<file path="src/rtl/gpiob_pkg.sv">
package gpiob_pkg;

    // Register groups; the nibble value is the group base address >> 4.
    typedef enum logic [3:0] {
        RG_DIR   = 4'h0,
        RG_INV   = 4'h1,
        RG_OUT   = 4'h2,
        RG_OSET  = 4'h3,
        RG_OCLR  = 4'h4,
        RG_RISE  = 4'h5,
        RG_FALL  = 4'h6,
        RG_HIGH  = 4'h7,
        RG_LOW   = 4'h8,
        RG_PEND  = 4'h9,
        RG_LEDGE = 4'hA
    } reg_grp_e;

    localparam logic [3:0] RG_LAST = 4'hA;

    typedef struct packed {
        logic     hit;
        reg_grp_e grp;
        logic [1:0] bank;
    } reg_sel_t;

    // Byte address: [7:4] group, [3:2] bank, [1:0] ignored.
    function automatic reg_sel_t decode_addr(input logic [7:0] a, input int unsigned nbanks);
        reg_sel_t s;
        s.grp  = reg_grp_e'(a[7:4]);
        s.bank = a[3:2];
        s.hit  = (a[7:4] <= RG_LAST) && ({30'b0, a[3:2]} < nbanks);
        return s;
    endfunction

endpackage

</file>
<file path="src/rtl/gpiob_sync.sv">
module gpiob_sync #(
    parameter int WIDTH  = 32,
    parameter int STAGES = 2
) (
    input  logic             clk,
    input  logic             rst,
    input  logic [WIDTH-1:0] d,
    output logic [WIDTH-1:0] q
);
    logic [WIDTH-1:0] chain [STAGES];

    generate
        for (genvar s = 0; s < STAGES; s++) begin : g_stage
            if (s == 0) begin : g_first
                always_ff @(posedge clk) begin
                    if (rst) chain[0] <= '0;
                    else     chain[0] <= d;
                end
            end else begin : g_next
                always_ff @(posedge clk) begin
                    if (rst) chain[s] <= '0;
                    else     chain[s] <= chain[s-1];
                end
            end
        end
    endgenerate

    assign q = chain[STAGES-1];
endmodule

</file>
<file path="src/rtl/gpiob_bank.sv">
module gpiob_bank
    import gpiob_pkg::*;
#(
    parameter int W = 32
) (
    input  logic         clk,
    input  logic         rst,
    input  logic         wr_en,
    input  reg_grp_e     grp,
    input  logic [W-1:0] wdata,
    input  logic [W-1:0] pin_sync,
    output logic [W-1:0] rd_word,
    output logic [W-1:0] dir,
    output logic [W-1:0] dout,
    output logic [W-1:0] pend,
    output logic [W-1:0] pend_next
);
    typedef struct packed {
        logic [W-1:0] rise;
        logic [W-1:0] fall;
        logic [W-1:0] high;
        logic [W-1:0] low;
    } sense_en_t;

    logic [W-1:0] dir_q, inv_q, out_q, pend_q, ledge_q, prev_q;
    sense_en_t    en_q;

    logic [W-1:0] lvl, rise_det, fall_det, hit_set, clr_mask;

    always_comb begin
        lvl      = pin_sync ^ inv_q;
        rise_det = lvl & ~prev_q;
        fall_det = ~lvl & prev_q;
        hit_set  = (rise_det & en_q.rise) | (fall_det & en_q.fall)
                 | (lvl & en_q.high)      | (~lvl & en_q.low);
        clr_mask = (wr_en && grp == RG_PEND) ? wdata : '0;
        pend_next = (pend_q & ~clr_mask) | hit_set;
    end

    always_ff @(posedge clk) begin
        if (rst) begin
            dir_q   <= '0;
            inv_q   <= '0;
            out_q   <= '0;
            en_q    <= '0;
            pend_q  <= '0;
            ledge_q <= '0;
            prev_q  <= '0;
        end else begin
            prev_q  <= lvl;
            pend_q  <= pend_next;
            ledge_q <= (ledge_q | rise_det) & ~fall_det;
            if (wr_en) begin
                unique case (grp)
                    RG_DIR:  dir_q      <= wdata;
                    RG_INV:  inv_q      <= wdata;
                    RG_OUT:  out_q      <= wdata;
                    RG_OSET: out_q      <= out_q | wdata;
                    RG_OCLR: out_q      <= out_q & ~wdata;
                    RG_RISE: en_q.rise  <= wdata;
                    RG_FALL: en_q.fall  <= wdata;
                    RG_HIGH: en_q.high  <= wdata;
                    RG_LOW:  en_q.low   <= wdata;
                    default: ;
                endcase
            end
        end
    end

    always_comb begin
        unique case (grp)
            RG_DIR:   rd_word = dir_q;
            RG_INV:   rd_word = inv_q;
            RG_OUT:   rd_word = (out_q & dir_q) | (pin_sync & ~dir_q);
            RG_RISE:  rd_word = en_q.rise;
            RG_FALL:  rd_word = en_q.fall;
            RG_HIGH:  rd_word = en_q.high;
            RG_LOW:   rd_word = en_q.low;
            RG_PEND:  rd_word = pend_q;
            RG_LEDGE: rd_word = ledge_q;
            default:  rd_word = '0;
        endcase
    end

    assign dir  = dir_q;
    assign dout = out_q;
    assign pend = pend_q;
endmodule

</file>
<file path="src/rtl/gpio_irq_banks.sv">
module gpio_irq_banks
    import gpiob_pkg::*;
#(
    parameter int NUM_BANKS   = 3,
    parameter int DATA_W      = 32,
    parameter int ADDR_W      = 8,
    parameter int SYNC_STAGES = 2
) (
    input  logic                        clk,
    input  logic                        rst,
    input  logic [ADDR_W-1:0]           bus_addr,
    input  logic                        bus_wr,
    input  logic [DATA_W-1:0]           bus_wdata,
    input  logic                        bus_rd,
    output logic [DATA_W-1:0]           bus_rdata,
    input  logic [NUM_BANKS*DATA_W-1:0] pin_in,
    output logic [NUM_BANKS*DATA_W-1:0] pin_out,
    output logic [NUM_BANKS*DATA_W-1:0] pin_oe,
    output logic                        irq
);
    localparam int PIN_W = NUM_BANKS * DATA_W;

    reg_sel_t          sel;
    logic              hit;
    logic [PIN_W-1:0]  pin_sync;
    logic [PIN_W-1:0]  pend_all;
    logic [PIN_W-1:0]  pend_nx;
    logic [DATA_W-1:0] bank_rd [NUM_BANKS];
    logic [DATA_W-1:0] rd_sel;

    always_comb begin
        sel = decode_addr(bus_addr[7:0], NUM_BANKS);
        hit = sel.hit && ((bus_addr >> 8) == '0);
    end

    gpiob_sync #(.WIDTH(PIN_W), .STAGES(SYNC_STAGES)) u_sync (
        .clk (clk),
        .rst (rst),
        .d   (pin_in),
        .q   (pin_sync)
    );

    generate
        for (genvar b = 0; b < NUM_BANKS; b++) begin : g_bank
            gpiob_bank #(.W(DATA_W)) u_bank (
                .clk       (clk),
                .rst       (rst),
                .wr_en     (bus_wr && hit && (sel.bank == 2'(b))),
                .grp       (sel.grp),
                .wdata     (bus_wdata),
                .pin_sync  (pin_sync[b*DATA_W +: DATA_W]),
                .rd_word   (bank_rd[b]),
                .dir       (pin_oe[b*DATA_W +: DATA_W]),
                .dout      (pin_out[b*DATA_W +: DATA_W]),
                .pend      (pend_all[b*DATA_W +: DATA_W]),
                .pend_next (pend_nx[b*DATA_W +: DATA_W])
            );
        end
    endgenerate

    always_comb begin
        rd_sel = '0;
        for (int b = 0; b < NUM_BANKS; b++) begin
            if (sel.bank == 2'(b)) rd_sel = bank_rd[b];
        end
    end

    always_ff @(posedge clk) begin
        if (rst) begin
            bus_rdata <= '0;
            irq       <= 1'b0;
        end else begin
            if (bus_rd) bus_rdata <= hit ? rd_sel : '0;
            irq <= |pend_nx;
        end
    end
endmodule

</file>
<file path="config.mk">
export PLATFORM = sky130hd
export DESIGN_NAME = gpio_irq_banks
export DESIGN_NICKNAME = d
export VERILOG_FILES = /design/src/rtl/gpiob_pkg.sv /design/src/rtl/gpiob_sync.sv /design/src/rtl/gpiob_bank.sv /design/src/rtl/gpio_irq_banks.sv
export SDC_FILE = /design/constraint.sdc
export NUM_CORES = 2
export LEC_CHECK = 0
export ABC_AREA = 1
export BUFFER_PORTS_ARGS = -buffer_cell sky130_fd_sc_hd__buf_2
export CORE_UTILIZATION = 50
export DETAILED_ROUTE_END_ITERATION = 12
export PLACE_DENSITY = 0.8
export SLEW_MARGIN = 20
export SYNTH_ARGS = -nofsm -noshare
export SYNTH_HDL_FRONTEND = slang
export SYNTH_SLANG_ARGS = --single-unit
</file>
<file path="constraint.sdc">
create_clock -name clk -period 2.7 [get_ports clk]
set_input_delay 0.405 -clock clk [delete_from_list [all_inputs] [get_ports clk]]
set_output_delay 0.405 -clock clk [all_outputs]
set_load 0.01 [all_outputs]
</file>
==> metrics.txt <==
routed len/inst=23.5 um; GP Congestion=approximately 1.0; RSZ-0062 raised after global routing=no; post-synthesis mux area share=0.212%; Rel. slew slack=39.6%; clock slew seen by the registers of the worst setup and hold paths=0.06 ns; xor and xnor area share after synthesis=0.262%; DR DRC count=0; Initial DRT Pass Iterations=8; Finished Layout Cells=8643; compound-cell area share of the yosys netlist=24.8%; largest family of logic cells by synthesized area=compound AO/OA/AOI/OAI gates; Final Hold Viols=0; Syn Area/Cell=7.31 um2; Syn Nets=between 7000 and 8000; Yosys top cell area share=a little under half; Post-synth EDFFs=0; setup violators final=0; sequential share of the synthesized area=47.3%; die footprint=102000 um2; DP Worst Slack=-0.0412 ns; Cells after DPL=roughly 8300; 1st-iter DRT viols=7134; synthesized area=around 50000 um2; Via-to-Cell Ratio=6.06; H-tree levels=3; reg2reg setup slack=about 0.27 ns; Unique masters post-synth=46; CTS resizes=0; Most common cell on crit path=nand2_1; outcome=finished clean; Tightest Hold Check Type=input pin to flop; asr flop ratio synth=0%; number of max-cap violations=0; Remaining Overflow, GRT=0; crit-path max FO=4; Core ar.=98900 um2; Max Buffers Root-to-Sink=3; required time of the critical path=3.34 ns; f_max=411 MHz; Synth Register Bits=1185; kind of critical path=flop to flop; slowest CP cell=dfxtp_1; initial antenna violation count=16; crit-path cells=or2_2, nand2_1, inv_1, nand2_1, o22ai_1, nor2_1, nand2_1, nor2_1, nand2_1, nor2_1, nand2_1, nor2_1, nand3_1, nand2_1, inv_1; I/O pin count=365; total CTS buffers=119; IO Port Bufs=approximately 360; vias in the first global route=48300; Die Ht=319 um; WP buf/inv=2; Die W=319 um; Fillers=around 8600; clk_lat worst skew=roughly 0.74 ns; fin nets=7398; Clock Skew=~0.035 ns; Simple-Gate Fraction of Synth Area=18.3%; Synth warnings=0; Leak=24.9 nW; Final Cell Area=59900 um2; CTS Hold Bufs=97; row cnt=115; Setup TNS=0 ns; Core Util, Final=60.6%; DP Area=54900 um2; CTS root buf=clkbuf_16; vias=around 52000; Starting Density=50.7%; largest net degree at the start of global routing=141; Gate Count Post-Synth=6865; Tightest Pin Transition=approximately 0.91 ns; leading area contributor after synthesis=dfxtp_1; Setup crit end kind=flop; first-pass GRT wire length=around 300000 um; top cells by area, synth=dfxtp_1 47%, a21oi_1 10%, nand2_1 8.7%; Worst setup SP type=flop; WL final=203000 um; max-slew violation count=0; GRT Resource Usage Total=38.6%; final worst setup slack=0.266 ns; Top Family by Delay on Critical Path=simple AND/OR/NAND/NOR gates; CTS tree=yes; crit path DAT=3.07 ns; dominant synthesized flop cell=dfxtp_1; critical path's largest stage delay=roughly 0.33 ns; layout cell share with drive strength beyond 1=13.2%; area grow syn2layout=19.4%; final period utilization=between 90 and 100%; # clock sinks=around 1200; fin crit period=between 2 and 2.5 ns; dpl hpwl=137000 um; maximum vdd drop=494 uV; final antenna-violating net count=0; postcts setup bufs=0; Post-Synth Adder-Cell Area=0%; PwrDens=approximately 630 nW/um2
-- power breakdown --
group	total [mW]	leakage (nW)	switching, mW	internal, mW
combinational	2.80	13.3	1.98	0.825
clock	16.9	1.96	7.20	9.74
sequential	18.0	9.61	0.213	17.8
total	37.8	24.9	9.39	28.4
-- layout by cell type, fill, tap and decap left out, types with 8 or more instances in the layout --
master	n
a211oi_1	91
a21oi_1	1003
a221oi_1	167
buf_12	83
buf_2	361
buf_4	179
bufinv_16	10
clkbuf_1	25
clkbuf_16	122
clkbuf_8	20
clkinv_2	30
dfxtp_1	1185
dlygate4sd3_1	97
inv_1	717
inv_2	11
nand2_1	1159
nand2_2	9
nand3_1	270
nand4_1	20
nor2_1	611
nor2_4	30
nor3_1	25
nor4_1	8
o2111ai_1	27
o211a_1	14
o211ai_1	13
o21ai_0	838
o21ai_1	24
o22ai_1	32
or2_2	84
xnor2_1	15
-- synthesized netlist by cell type, types with 4 or more instances --
master / count
nor2_1: 623
o221ai_1: 4
nor2_2: 13
o2111ai_1: 27
buf_1: 10
xnor2_1: 15
a211oi_1: 91
nand3_1: 270
nand2_1: 1164
mux2_2: 5
clkbuf_1: 377
nand2_2: 4
o211ai_1: 13
inv_1: 718
nor2_4: 11
buf_2: 48
o41ai_1: 6
o31ai_1: 5
mux2i_1: 5
a21oi_1: 1003
dfxtp_1: 1185
o21ai_1: 24
o211a_1: 14
inv_2: 11
buf_4: 11
nor4_1: 8
nor3b_1: 4
a221oi_1: 167
o22ai_1: 32
a22o_1: 6
nand4_1: 20
nor3_1: 25
o21ai_0: 838
or2_2: 84
-- worst paths after layout --
path / startpoint / end / cells after the start
worst max-delay path: g_bank[0].u_bank.inv_q[26] / irq / 15
worst min-delay path: bus_wdata[28] / g_bank[2].u_bank.dout[28] / 3
worst max register to register: g_bank[0].u_bank.inv_q[26] / irq / 15
worst min register to register: u_sync.chain[0][23] / u_sync.chain[1][23] / 2
-- routing by layer --
layer  vias up  part of all wire [%]  track usage, %
met4        28                   8.8            29.7
li1      23700                     -               -
met5         -                 0.095               0
met3       937                    14            11.3
met2      3722                    40            55.2
met1     23900                    36            48.8
-- worst min-delay path, delay by kind of cell --
family                 cells  cell delay, ns
buffers and inverters      1            0.19
AOI/OAI and AO/OA          2            0.22
-- registers in the layout, summed over array words and instances (netlist names) --
signal / flops
g_bank.u_bank.dir: 96
bus_rdata: 32
g_bank.u_bank.en_q: 384
g_bank.u_bank.ledge_q: 96
u_sync.chain: 192
g_bank.u_bank.pend: 96
g_bank.u_bank.inv_q: 96
g_bank.u_bank.prev_q: 96
irq: 1
g_bank.u_bank.dout: 96
-- per-stage QoR --
step / hold WS, ns / total power, mW
global placement: 0.391 / 20.9
detailed placement: 0.392 / 20.9
finish: 0.130 / 37.8
floorplan: 0.388 / 19.6
global route: 0.143 / 38.6
CTS: 0.110 / 37.7
-- cell families after synthesis --
kind of cell	Yosys count
and+or+nand+nor	2228
muxes	10
AOI/OAI and AO/OA	2244
xor gates and xnor gates	15
DFF	1185
buffers and inverters	1183
-- final cells by class --
class / instances / area (um2) / area share (%)
diodes: 3 / 7.51 / 0.0125
clock buffers: 167 / 3420 / 5.72
clock inverters: 49 / 534 / 0.892
inverters: 734 / 2770 / 4.62
multi-input cells: 4497 / 22000 / 36.8
flip-flops and latches: 1185 / 23700 / 39.6
well taps: 1287 / 1610 / 2.69
repair buffers: 721 / 5800 / 9.68
Note: power is estimated with default switching activity, not from simulation.
